==> config.mk <==
export PLATFORM = sky130hd
export DESIGN_NAME = nand_ecc_engine
export DESIGN_NICKNAME = d
export VERILOG_FILES = /design/src/rtl/ecc_pkg.sv /design/src/rtl/ecc_contrib.sv /design/src/rtl/ecc_syndrome_decode.sv /design/src/rtl/nand_ecc_engine.sv
export SDC_FILE = /design/constraint.sdc
export NUM_CORES = 1
export LEC_CHECK = 0
export ABC_AREA = 1
export ABC_CLOCK_PERIOD_IN_PS = 7340
export BUFFER_PORTS_ARGS = -buffer_cell sky130_fd_sc_hd__clkbuf_2
export CAP_MARGIN = 20
export CORE_UTILIZATION = 60
export DETAILED_ROUTE_END_ITERATION = 7
export PLACE_DENSITY = 0.87
export SLEW_MARGIN = 20
export SYNTH_ARGS = -nofsm -noshare
export SYNTH_HDL_FRONTEND = slang
export SYNTH_HIERARCHICAL = 1
export SYNTH_SLANG_ARGS = --single-unit
==> constraint.sdc <==
create_clock -name clk -period 7.34 [get_ports clk]
set_input_delay 0.367 -clock clk [delete_from_list [all_inputs] [get_ports clk]]
set_output_delay 0.367 -clock clk [all_outputs]
set_load 0.02 [all_outputs]
==> src/rtl/ecc_pkg.sv <==
package ecc_pkg;

   typedef enum logic [1:0] {
      ECC_CLEAN    = 2'd0,
      ECC_DATA_FIX = 2'd1,
      ECC_CODE_HIT = 2'd2,
      ECC_FATAL    = 2'd3
   } ecc_status_e;

endpackage

==> src/rtl/ecc_contrib.sv <==
module ecc_contrib #(
   parameter  int IDX_W  = 8,
   parameter  int DATA_W = 8,
   localparam int BIT_W  = $clog2(DATA_W),
   localparam int LINE_W = 2 * IDX_W,
   localparam int CODE_W = LINE_W + 2 * BIT_W
) (
   input  logic [IDX_W-1:0]  byte_idx,
   input  logic [DATA_W-1:0] data,
   output logic [CODE_W-1:0] contrib
);

   function automatic logic [DATA_W-1:0] sel_mask(input int j);
      logic [DATA_W-1:0] m;
      m = '0;
      for (int p = 0; p < DATA_W; p++) begin
         if (((p >> j) & 1) == 1) m[p] = 1'b1;
      end
      return m;
   endfunction

   logic byte_par;
   assign byte_par = ^data;

   for (genvar k = 0; k < IDX_W; k++) begin : g_line
      assign contrib[2*k+1] = byte_par &  byte_idx[k];
      assign contrib[2*k]   = byte_par & ~byte_idx[k];
   end

   for (genvar j = 0; j < BIT_W; j++) begin : g_col
      localparam logic [DATA_W-1:0] HI_MASK = sel_mask(j);
      assign contrib[LINE_W+2*j+1] = ^(data &  HI_MASK);
      assign contrib[LINE_W+2*j]   = ^(data & ~HI_MASK);
   end

endmodule

==> src/rtl/ecc_syndrome_decode.sv <==
module ecc_syndrome_decode #(
   parameter  int IDX_W  = 8,
   parameter  int DATA_W = 8,
   localparam int BIT_W  = $clog2(DATA_W),
   localparam int LINE_W = 2 * IDX_W,
   localparam int PAIRS  = IDX_W + BIT_W,
   localparam int CODE_W = 2 * PAIRS
) (
   input  logic [CODE_W-1:0]        syndrome,
   output ecc_pkg::ecc_status_e     status,
   output logic [IDX_W-1:0]         loc_byte,
   output logic [BIT_W-1:0]         loc_bit
);
   import ecc_pkg::*;

   logic [PAIRS-1:0] pair_split;
   logic             syn_zero;
   logic             syn_single;
   logic             all_split;

   for (genvar i = 0; i < PAIRS; i++) begin : g_pair
      assign pair_split[i] = syndrome[2*i] ^ syndrome[2*i+1];
   end

   assign syn_zero   = (syndrome == '0);
   assign syn_single = !syn_zero && ((syndrome & (syndrome - 1'b1)) == '0);
   assign all_split  = &pair_split;

   always_comb begin
      if (syn_zero)        status = ECC_CLEAN;
      else if (all_split)  status = ECC_DATA_FIX;
      else if (syn_single) status = ECC_CODE_HIT;
      else                 status = ECC_FATAL;
   end

   for (genvar k = 0; k < IDX_W; k++) begin : g_loc_byte
      assign loc_byte[k] = all_split & syndrome[2*k+1];
   end
   for (genvar j = 0; j < BIT_W; j++) begin : g_loc_bit
      assign loc_bit[j] = all_split & syndrome[LINE_W+2*j+1];
   end

endmodule

==> src/rtl/nand_ecc_engine.sv <==
module nand_ecc_engine #(
   parameter  int IDX_W  = 8,
   parameter  int DATA_W = 8,
   localparam int BIT_W  = $clog2(DATA_W),
   localparam int CODE_W = 2 * IDX_W + 2 * BIT_W
) (
   input  logic              clk,
   input  logic              rst_n,
   input  logic              in_valid,
   input  logic              in_sop,
   input  logic [DATA_W-1:0] in_data,
   input  logic              check_mode,
   input  logic [CODE_W-1:0] stored_code,
   output logic              out_done,
   output logic [CODE_W-1:0] out_code,
   output logic [1:0]        out_status,
   output logic [IDX_W-1:0]  err_byte,
   output logic [BIT_W-1:0]  err_bit
);
   import ecc_pkg::*;

   localparam logic [IDX_W-1:0] LAST_IDX = '1;

   logic [IDX_W-1:0]  byte_cnt;
   logic [CODE_W-1:0] acc_q;
   logic [IDX_W-1:0]  eff_idx;
   logic [CODE_W-1:0] base_acc;
   logic [CODE_W-1:0] contrib;
   logic [CODE_W-1:0] next_acc;
   logic [CODE_W-1:0] syndrome;
   logic              last_byte;
   ecc_status_e       dec_status;
   logic [IDX_W-1:0]  dec_byte;
   logic [BIT_W-1:0]  dec_bit;

   assign eff_idx   = in_sop ? '0 : byte_cnt;
   assign base_acc  = in_sop ? '0 : acc_q;
   assign next_acc  = base_acc ^ contrib;
   assign last_byte = in_valid && (eff_idx == LAST_IDX);
   assign syndrome  = next_acc ^ stored_code;

   ecc_contrib #(.IDX_W(IDX_W), .DATA_W(DATA_W)) u_contrib (
      .byte_idx (eff_idx),
      .data     (in_data),
      .contrib  (contrib)
   );

   ecc_syndrome_decode #(.IDX_W(IDX_W), .DATA_W(DATA_W)) u_decode (
      .syndrome (syndrome),
      .status   (dec_status),
      .loc_byte (dec_byte),
      .loc_bit  (dec_bit)
   );

   always_ff @(posedge clk or negedge rst_n) begin
      if (!rst_n) begin
         byte_cnt <= '0;
         acc_q    <= '0;
      end else if (in_valid) begin
         if (last_byte) begin
            byte_cnt <= '0;
            acc_q    <= '0;
         end else begin
            byte_cnt <= eff_idx + 1'b1;
            acc_q    <= next_acc;
         end
      end
   end

   always_ff @(posedge clk or negedge rst_n) begin
      if (!rst_n) begin
         out_done   <= 1'b0;
         out_code   <= '0;
         out_status <= ECC_CLEAN;
         err_byte   <= '0;
         err_bit    <= '0;
      end else begin
         out_done <= last_byte;
         if (last_byte) begin
            out_code <= next_acc;
            if (check_mode) begin
               out_status <= dec_status;
               err_byte   <= dec_byte;
               err_bit    <= dec_bit;
            end else begin
               out_status <= ECC_CLEAN;
               err_byte   <= '0;
               err_bit    <= '0;
            end
         end
      end
   end

endmodule

==> results.py, run 1 <==
metrics = {
    "status": {
        "status": "finished clean",
    },
    "die": {
        "start_util_pct": 62.45,
        "io-pin-count": 71,
        "row_count": 32,
        "die_y_um": 91.92,
        "core_area_sq_mm": 0.007767,
        "dieWidth_um": 91.92,
        "dieArea_sq_mm": 0.008448,
    },
    "sta": {
        "period_share_pct": 49.51,
        "max_freq_mhz": 275.2,
        "rsz0062_at_grt": "no",
        "skew_ps": 9.027,
        "slew_viol_final": 0,
        "worstMarginPinSlew_ps": 1028,
        "min_period_ps": 3634,
        "setup_viol": 0,
        "hold_violations": 0,
        "slew_headroom_pct": 31.47,
        "fin_tns_setup_ps": 0,
    },
    "placed_design": {
        "gp_congestion": 0.9942,
        "placedCellCount": 825,
        "portBuffers": 70,
        "dp_hpwl_um": 9061,
    },
    "detailed_routing": {
        "first_pass_iters": 5,
        "drc": 0,
        "viasPerCell": 5.467,
        "drtIter0Drc": 242,
        "via_count": 4598,
        "postRouteWirelength_um": 11980,
        "antenna_left": 0,
        "avgRoutedWirePerCell_um": 14.24,
    },
    "worst_setup_path": {
        "crit_path_end_kind": "register",
        "setup.worst_path.class": "primary input to register",
        "cp_max_fo": 32,
        "regToRegEndpoint": "out_status[0]",
        "ff2ff_setup_slack_ps": 4040,
        "cp-start-kind": "primary input",
        "worst_path_max_delay_cell": "inv_2",
        "max_stage_delay_ps": 530,
        "path_common_cell": "nand2_1",
        "cp_cell_sequence": "clkbuf_2, inv_2, nand2_1, inv_1, inv_1, nor2_2, o21bai_1, nand2_1, xnor2_1, inv_1, ha_1, nand2_1, inv_1, nand2_1, nor2_2, nor2_1, nand3_1, nor2_1, nand3_1, nor2_1, nor2_1, nand2_1, o21ai_1",
        "cp.arrival_ps": 3840,
        "worstSetupEndpoint": "out_status[0]",
        "worstRegToRegCells": 21,
        "crit_required_ps": 7550,
        "r2r-start": "byte_cnt[6]",
        "crit_start": "in_sop",
    },
    "clock_tree": {
        "cts_buffers": 9,
        "htree_levels": 3,
        "cts_buffer_depth": 2,
        "cts_setup_buffers": 0,
        "cts_tree": "built",
        "cts.sinks": 66,
        "holdBufCountCts": 0,
        "root_buffer": "clkbuf_8",
        "insertion_delay_ps": 350,
        "cts_resized": 0,
        "clk_pin_slew_ps": 80,
    },
    "grt": {
        "grt_usage_pct": 29.82,
        "grt_max_degree": 71,
        "overflow": 0,
        "grt_first_pass_wirelength_um": 19930,
        "grt_pass1_vias": 4419,
        "antenna_found_initial": 0,
    },
    "synthesis": {
        "synth_area_leaders": "dfrtp_1 (34%), nand2_1 (14%), inv_1 (6.4%), o21ai_1 (6.1%), ha_1 (5.4%)",
        "syn_nets": 731,
        "yosys_warnings": 6,
        "syn_area_sq_mm": 0.004851,
        "synth_top_cell_by_area": "dfrtp_1",
        "synth_edf_count": 0,
        "synth_common_cells": "nand2_1 (180), inv_1 (83), dfrtp_1 (66), o21ai_1 (59), nor2_1 (51)",
        "async_flop_share_pct": 100.0,
        "synth_most_common_cell": "nand2_1",
        "yosysTopAreaCellShare_pct": 34.05,
        "ys_seq_area_share_pct": 34.05,
        "synth_cell_type_count": 34,
        "synthesis.instances": 675,
        "syn_avg_cell_area_sq_um": 7.187,
        "synth_flop_cell": "dfrtp_1",
        "synth-seq-cells": 66,
    },
    "final_layout": {
        "fill_cells": 647,
        "area_growth_pct": 11.32,
        "layout-drive-gt1-share_pct": 19.89,
        "finalNonFillerCells": 841,
        "nNetsFinal": 790,
        "n_antenna_cell": 0,
    },
    "run": {
        "maxCapViolCount": 0,
    },
    "worst_hold_path": {
        "hold_path_class": "primary input to async pin",
    },
    "pwr": {
        "ir_worst_vdd_uv": 118.3,
        "p_leak_nw": 2.666,
        "p_per_area_mw_per_mm2": 199.9,
    },
}
routing by layer:
metal / part of all wire [%] / wire length (um) / track usage, % / vias to the layer above
met4: 2.4 / 289 / 11.85 / 0
met1: 42 / 4985 / 36.47 / 2167
met3: 4.7 / 559 / 4.478 / 25
met2: 51 / 6142 / 52.61 / 150
met5: 0 / 0 / 0 / -
li1: - / - / - / 2256
sequential cells by signal, summed over array words and instances (netlist names):
signal / count
out_done: 1
byte_cnt: 8
out_code: 22
err_bit: 3
err_byte: 8
out_status: 2
acc_q: 22
placed cells by master (no fill, tap or decap), types with 6 or more instances in the layout:
master / n
nand2_1: 180
inv_1: 83
clkbuf_2: 70
dfrtp_1: 66
o21ai_1: 59
nor2_1: 51
nand3_1: 39
xnor2_1: 26
nand4_1: 26
ha_1: 21
o21bai_1: 20
nand2_2: 15
nor2_2: 15
clkbuf_8: 10
inv_2: 8
nor2_4: 7
a21oi_1: 6
logic make-up (layout without fill, tap and decap cells):
family	count (synthesis)	after routing	share of synthesized area, %
XOR/XNOR	32	32	6.087
adder cells (fa/ha/maj)	21	21	5.417
AO/OA/AOI/OAI	95	95	11.37
AND/OR/NAND/NOR	345	345	33.02
flip-flops	66	66	34.05
buffers and inverters	116	180	10.06
report_power, final:
part / switching (mW) / internal, mW / total (mW)
clock: 0.151 / 0.167 / 0.318
sequential: 0.0119 / 0.384 / 0.396
combinational: 0.243 / 0.123 / 0.366
total: 0.406 / 0.674 / 1.08
worst max-delay path: cells and delay by family:
family / cells / cell delay, ps
buffers and inverters: 6 / 1280
xor gates and xnor gates: 1 / 410
adders and majority gates: 1 / 280
and+or+nand+nor: 13 / 1280
AOI/OAI and AO/OA: 2 / 210
per-stage QoR:
| step | hold slack [ps] | total power, mW | utilization (%) | worst slack [ps] | area [sq um] |
|---|---|---|---|---|---|
| global route | 301.6 | 1.145 | 69.52 | 3359 | 5400 |
| finish | 187.7 | 1.080 | 69.52 | 3706 | 5400 |
| floorplan | 71.41 | 0.6692 | - | 4498 | 4851 |
| global placement | 467.4 | 0.7518 | 66.91 | 3437 | 5197 |
| detailed placement | 467.2 | 0.7617 | 66.91 | 3452 | 5197 |
| CTS | 241.4 | 1.079 | 69.52 | 3770 | 5400 |
worst min path at each step:
stage / startpoint / to / slack [ps] / cells past startpoint
after global routing: rst_n / out_status[1] / 300 / 2
after detailed placement: err_bit[0] / err_bit[0] / 470 / 2
final: rst_n / out_code[12] / 190 / 2
after CTS: rst_n / out_status[1] / 240 / 2
after floorplan: rst_n / acc_q[0] / 70 / 0
after global placement: err_bit[0] / err_bit[0] / 470 / 2
area by class of cell:
| class | count | area [sq um] | area share (%) |
|---|---|---|---|
| tap | 102 | 127.6 | 2.363 |
| clock buffer | 10 | 137.6 | 2.549 |
| multi-input combinational | 493 | 2711 | 50.21 |
| inverter | 93 | 349.1 | 6.464 |
| clock inverter | 6 | 65.06 | 1.205 |
| sequential | 66 | 1652 | 30.58 |
| timing repair buffer | 71 | 357.8 | 6.627 |
Note: power is estimated with default switching activity, not from simulation.
==> run 2, diff against run 1 <==
- ABC_CLOCK_PERIOD_IN_PS: 7340 -> 3000
- CORE_UTILIZATION: 60 -> 53
- PLACE_DENSITY: 0.87 -> 0.82
- clock period: 7.34 -> 3 ns (I/O delays scaled with it)
==> run 2 against run 1 <==
Against the previous run:
- sequential power grew 140%
- critical path type unchanged
- the flow now finishes with violations (DRC, hold timing)
- clock skew rose by 3.6 ps
- design area up 10%
- power grew to 2.8 times the previous value
- critical path depth grew 3
- via count up 7.2%
- first-iteration DRC count is 51% higher
- clock-buffer cell count is the same
- highest routed layer unchanged
==> results.py, run 2 (synthesized netlist as in run 1, its figures left out) <==
metrics = {
    "status": {
        "status": "complete, but fails checks",
        "violations": "DRC, hold timing",
    },
    "final_layout": {
        "n_antenna_cell": 0,
        "layout-drive-gt1-share_pct": 28.75,
        "area_growth_pct": 22.96,
        "final_util_pct": 67.73,
        "final_cell_mix": "nand2_1 (172), inv_1 (81), clkbuf_2 (70)",
        "fill_cells": 697,
        "reg.largest.list": "acc_q (22), out_code (22)",
        "final_common_cell": "nand2_1",
        "nNetsFinal": 837,
        "seq_area_sq_mm": 0.001652,
        "multiInputGateArea_sq_mm": 0.002867,
    },
    "pwr": {
        "power_mw": 3.057,
        "p_per_area_mw_per_mm2": 512.6,
        "p_leak_nw": 2.985,
        "ir_worst_vdd_uv": 282.0,
    },
    "clock_tree": {
        "holdBufCountCts": 0,
        "cts_tree": "built",
        "cts_buffer_depth": 2,
        "cts.sinks": 66,
        "root_buffer": "clkbuf_8",
        "clk_pin_slew_ps": 90,
        "insertion_delay_ps": 360,
        "htree_levels": 3,
        "cts_buffers": 9,
    },
    "grt": {
        "grt_first_pass_wirelength_um": 22000,
        "grt_pass1_vias": 4776,
        "met2_usage_pct": 49.81,
        "use_met1_pct": 35.93,
        "antenna_found_initial": 0,
        "gr-max-usage-layer": "met2",
        "grt_max_degree": 71,
        "overflow": 0,
        "gr-usage-met3_pct": 3.885,
        "grt_usage_pct": 28.69,
    },
    "worst_setup_path": {
        "cp.arrival_ps": 3040,
        "regToRegEndpoint": "out_status[0]",
        "worstRegToRegCells": 21,
        "ff2ff_setup_slack_ps": 210,
        "crit_required_ps": 3220,
        "setup.worst_path.class": "primary input to register",
        "crit_path_end_kind": "register",
        "r2r-start": "byte_cnt[6]",
        "max_stage_delay_ps": 270,
        "worst_path_max_delay_cell": "or2_4",
        "cp-start-kind": "primary input",
        "cp_top_family": "simple AND/OR/NAND/NOR gates",
        "critPathBufInv": 4,
        "cp_max_fo": 15,
    },
    "sta": {
        "hold_violations": 19,
        "period_share_pct": 94.18,
        "slew_viol_final": 0,
        "slew_headroom_pct": 42.80,
        "min_period_ps": 2825,
        "setup_viol": 0,
        "worstMarginPinSlew_ps": 858.0,
        "max_freq_mhz": 353.9,
        "skew_ps": 12.58,
        "whs_ps": -36.88,
    },
    "placed_design": {
        "portBuffers": 70,
        "gp_congestion": 0.9621,
        "dp_hpwl_um": 9705,
    },
    "die": {
        "dieWidth_um": 97.67,
        "row_count": 34,
        "die_y_um": 97.67,
        "start_util_pct": 55.09,
        "io-pin-count": 71,
        "core_area_sq_mm": 0.008806,
        "dieArea_sq_mm": 0.009539,
    },
    "detailed_routing": {
        "drtIter0Drc": 366,
        "viasPerCell": 5.513,
        "drc": 10,
        "avgRoutedWirePerCell_um": 15.16,
        "first_pass_iters": 7,
        "antenna_left": 0,
        "postRouteWirelength_um": 13550,
        "via_count": 4929,
    },
    "worst_hold_path": {
        "hold_path_class": "primary input to async pin",
    },
    "run": {
        "maxCapViolCount": 0,
    },
}
## run 2: worst max-delay path by stage
stage / start / to / slack, ps / cells after the start
6_report: in_data[1] / out_status[0] / 170 / 26
5_1_grt: byte_cnt[0] / out_status[0] / -30 / 21
4_1_cts: byte_cnt[2] / out_status[0] / 130 / 20
3_5_place_dp: in_data[1] / out_status[0] / -220 / 26
3_3_place_gp: in_data[0] / out_status[0] / -40 / 26
2_1_floorplan: in_data[5] / out_status[0] / 380 / 27
## run 2: power breakdown
group / switching (mW) / internal [mW]
clock: 0.399 / 0.576
sequential: 0.0296 / 0.938
combinational: 0.680 / 0.434
## run 2: final cells by class
cell class              count  share of cell area [%]
multi-input cells         493                   48.06
flip-flops and latches     66                   27.69
repair buffers            118                   11.92
inverters                  93                   5.853
clock buffers              10                   2.308
well taps                 108                   2.266
clock inverters             6                   1.909
## run 2: timing repair
action                                  4_1_cts  5_1_grt
endpoints found under the setup margin        0       13
resized for setup                             0       34
setup buffers                                 0        2
## run 2: stage by stage
stage               std cells  setup TNS [ps]  cell area [sq um]  setup slack (ps)
CTS                       892               0               5794             126.4
floorplan                 675               0               4851             375.4
global route              894          -30.79               5964            -30.79
detailed placement        876          -356.7               5543            -218.0
finish                    894               0               5964             174.6
global placement          876          -39.03               5543            -39.03
## run 2: layer usage
| metal | vias up | share of wire [%] |
|---|---|---|
| li1 | 2358 | - |
| met1 | 2313 | 41 |
| met2 | 216 | 51 |
| met3 | 42 | 5.8 |
| met4 | 0 | 3.0 |
| met5 | - | 0 |
==> run 3, diff against run 2 <==
- CELL_PAD_IN_SITES_DETAIL_PLACEMENT: unset -> 1
- CELL_PAD_IN_SITES_GLOBAL_PLACEMENT: unset -> 2
- CORE_UTILIZATION: 53 -> 30
- TNS_END_PERCENT: unset -> 30
==> run 3 against run 2 <==
Against the previous run:
- the run now ends clean
- non-clock buffer count is 31 higher
- first-iteration DRC count is 57% lower
- power is 3.7% higher
- clock-buffer cell count is 1 higher
- die area is 75% higher
- register-to-register slack better by 40 ps
- global-route usage is 8.4 points lower
- routed wire length is 21% higher
- sequential power hardly changed
- sequential cell count stayed put
- final cell count is 15% higher
==> results.py, run 3 (synthesized netlist as in run 1, its figures left out) <==
metrics = {
    "sta": {
        "period_share_pct": 91.77,
        "max_freq_mhz": 363.2,
        "worstMarginPinSlew_ps": 800.2,
        "setup_ws_ps": 247.0,
        "slew_viol_final": 0,
        "skew_ps": 5.330,
        "hold_violations": 0,
        "min_period_ps": 2753,
        "slew_headroom_pct": 46.65,
        "setup_viol": 0,
    },
    "detailed_routing": {
        "drtIter0Drc": 158,
        "via_count": 4912,
        "drc": 0,
        "avgRoutedWirePerCell_um": 15.87,
        "antenna_left": 0,
        "viasPerCell": 4.760,
        "first_pass_iters": 4,
        "postRouteWirelength_um": 16380,
    },
    "worst_setup_path": {
        "ff2ff_setup_slack_ps": 250,
        "setup.worst_path.class": "register to register",
        "cp-start-kind": "register",
        "r2r-start": "byte_cnt[1]",
        "crit_path_end_kind": "register",
        "cp_max_fo": 3,
        "regToRegEndpoint": "out_status[0]",
        "worstRegToRegCells": 21,
        "crit_required_ps": 3250,
        "cp.arrival_ps": 3000,
    },
    "clock_tree": {
        "htree_levels": 3,
        "clk_pin_slew_ps": 60,
        "cts.sinks": 66,
        "insertion_delay_ps": 340,
        "cts_tree": "built",
        "cts_buffer_depth": 2,
        "root_buffer": "clkbuf_16",
        "cts_buffers": 9,
    },
    "die": {
        "io-pin-count": 71,
        "die_y_um": 129.2,
        "start_util_pct": 30.65,
        "dieWidth_um": 129.2,
        "row_count": 46,
        "dieArea_sq_mm": 0.01668,
        "core_area_sq_mm": 0.01583,
    },
    "grt": {
        "grt_usage_pct": 20.24,
        "antenna_found_initial": 0,
        "grt_max_degree": 71,
        "overflow": 0,
        "grt_first_pass_wirelength_um": 25900,
        "grt_pass1_vias": 5281,
    },
    "final_layout": {
        "n_antenna_cell": 0,
        "finalNonFillerCells": 1032,
        "final_util_pct": 40.99,
        "fill_cells": 2000,
        "fin_area_sq_mm": 0.006487,
        "layout-drive-gt1-share_pct": 33.70,
        "area_growth_pct": 33.74,
        "nNetsFinal": 869,
        "final_cell_mix": "nand2_1 (166), inv_1 (80), buf_4 (77)",
        "reg.largest.list": "acc_q (22), out_code (22)",
        "final_common_cell": "nand2_1",
    },
    "placed_design": {
        "portBuffers": 70,
        "dp_slack_ps": -377.8,
        "placedCellCount": 1006,
        "placed_area_sq_mm": 0.005856,
        "dp_hpwl_um": 12760,
        "gp_congestion": 0.8381,
    },
    "pwr": {
        "power_mw": 3.172,
        "p_per_area_mw_per_mm2": 488.9,
        "ir_worst_vdd_uv": 276.5,
        "p_leak_nw": 3.206,
    },
    "run": {
        "maxCapViolCount": 0,
    },
    "worst_hold_path": {
        "min_to": "out_status[0]",
        "hold_path_class": "primary input to register",
        "hold_start": "check_mode",
        "min_path_cells": 3,
    },
    "status": {
        "status": "finished clean",
    },
}
[run 3: where the power goes]
group	total, mW	internal [mW]	switching [mW]
registers	0.970	0.940	0.0293
logic	1.23	0.513	0.721
clock network	0.968	0.570	0.398
total	3.17	2.02	1.15
[run 3: stage by stage]
stage / hold slack [ps] / setup TNS, ps
3_3_place_gp: 225.7 / -238.1
2_1_floorplan: -145.6 / 0
6_report: 224.0 / 0
5_1_grt: 242.8 / -25.07
3_5_place_dp: 227.6 / -573.2
4_1_cts: 206.4 / 0
[run 3: layout make-up]
type	instances	area (sq um)	share of cell area, %
multi-input combinational	494	2997	46.19
sequential	66	1653	25.48
timing repair buffer	149	958.4	14.77
inverter	93	349.1	5.381
tap	216	270.3	4.166
clock buffer	11	242.7	3.742
clock inverter	3	17.52	0.2700
[run 3: worst max-delay path by stage]
stage,from,endpoint,slack [ps],cells past startpoint
final,byte_cnt[1],out_status[0],250,21
after global routing,in_data[2],out_status[0],-30,27
after CTS,in_data[4],out_status[0],20,27
after detailed placement,in_data[4],out_status[0],-380,27
after global placement,in_data[0],out_status[0],-240,27
after floorplan,in_data[5],out_status[0],380,27
[run 3: routing by layer]
layer / vias up / share of wire, % / GRT usage [%]
met2: 57 / 55 / 38.27
li1: 2417 / - / -
met5: - / 0 / 0
met3: 19 / 1.7 / 3.055
met1: 2419 / 42 / 22.98
met4: 0 / 1.6 / 6.990
[run 3: repair_timing]
item                                    CTS  global route
hold endpoints to repair                 66             0
endpoints found under the setup margin    1             6
pin swaps                                 0            15
cloned                                    0             1
setup buffers                             0            10
hold buffers                              1             0
gates resized for setup                   2            60
[run 3: worst max-delay path, cell delays in order (launching register included)]
cell	delay, ps
dfrtp_1	350
nand2_1	100
inv_2	110
inv_1	70
nor2_2	140
o21bai_1	160
nand2_2	110
xnor2_2	180
inv_1	90
buf_4	150
ha_1	210
nand2_1	110
nand2_1	80
nand3b_1	140
nand2_1	80
nand2_1	70
nand2_1	90
nand3_1	110
nor2_1	50
nor2_1	80
nand2_1	50
o21ai_1	130
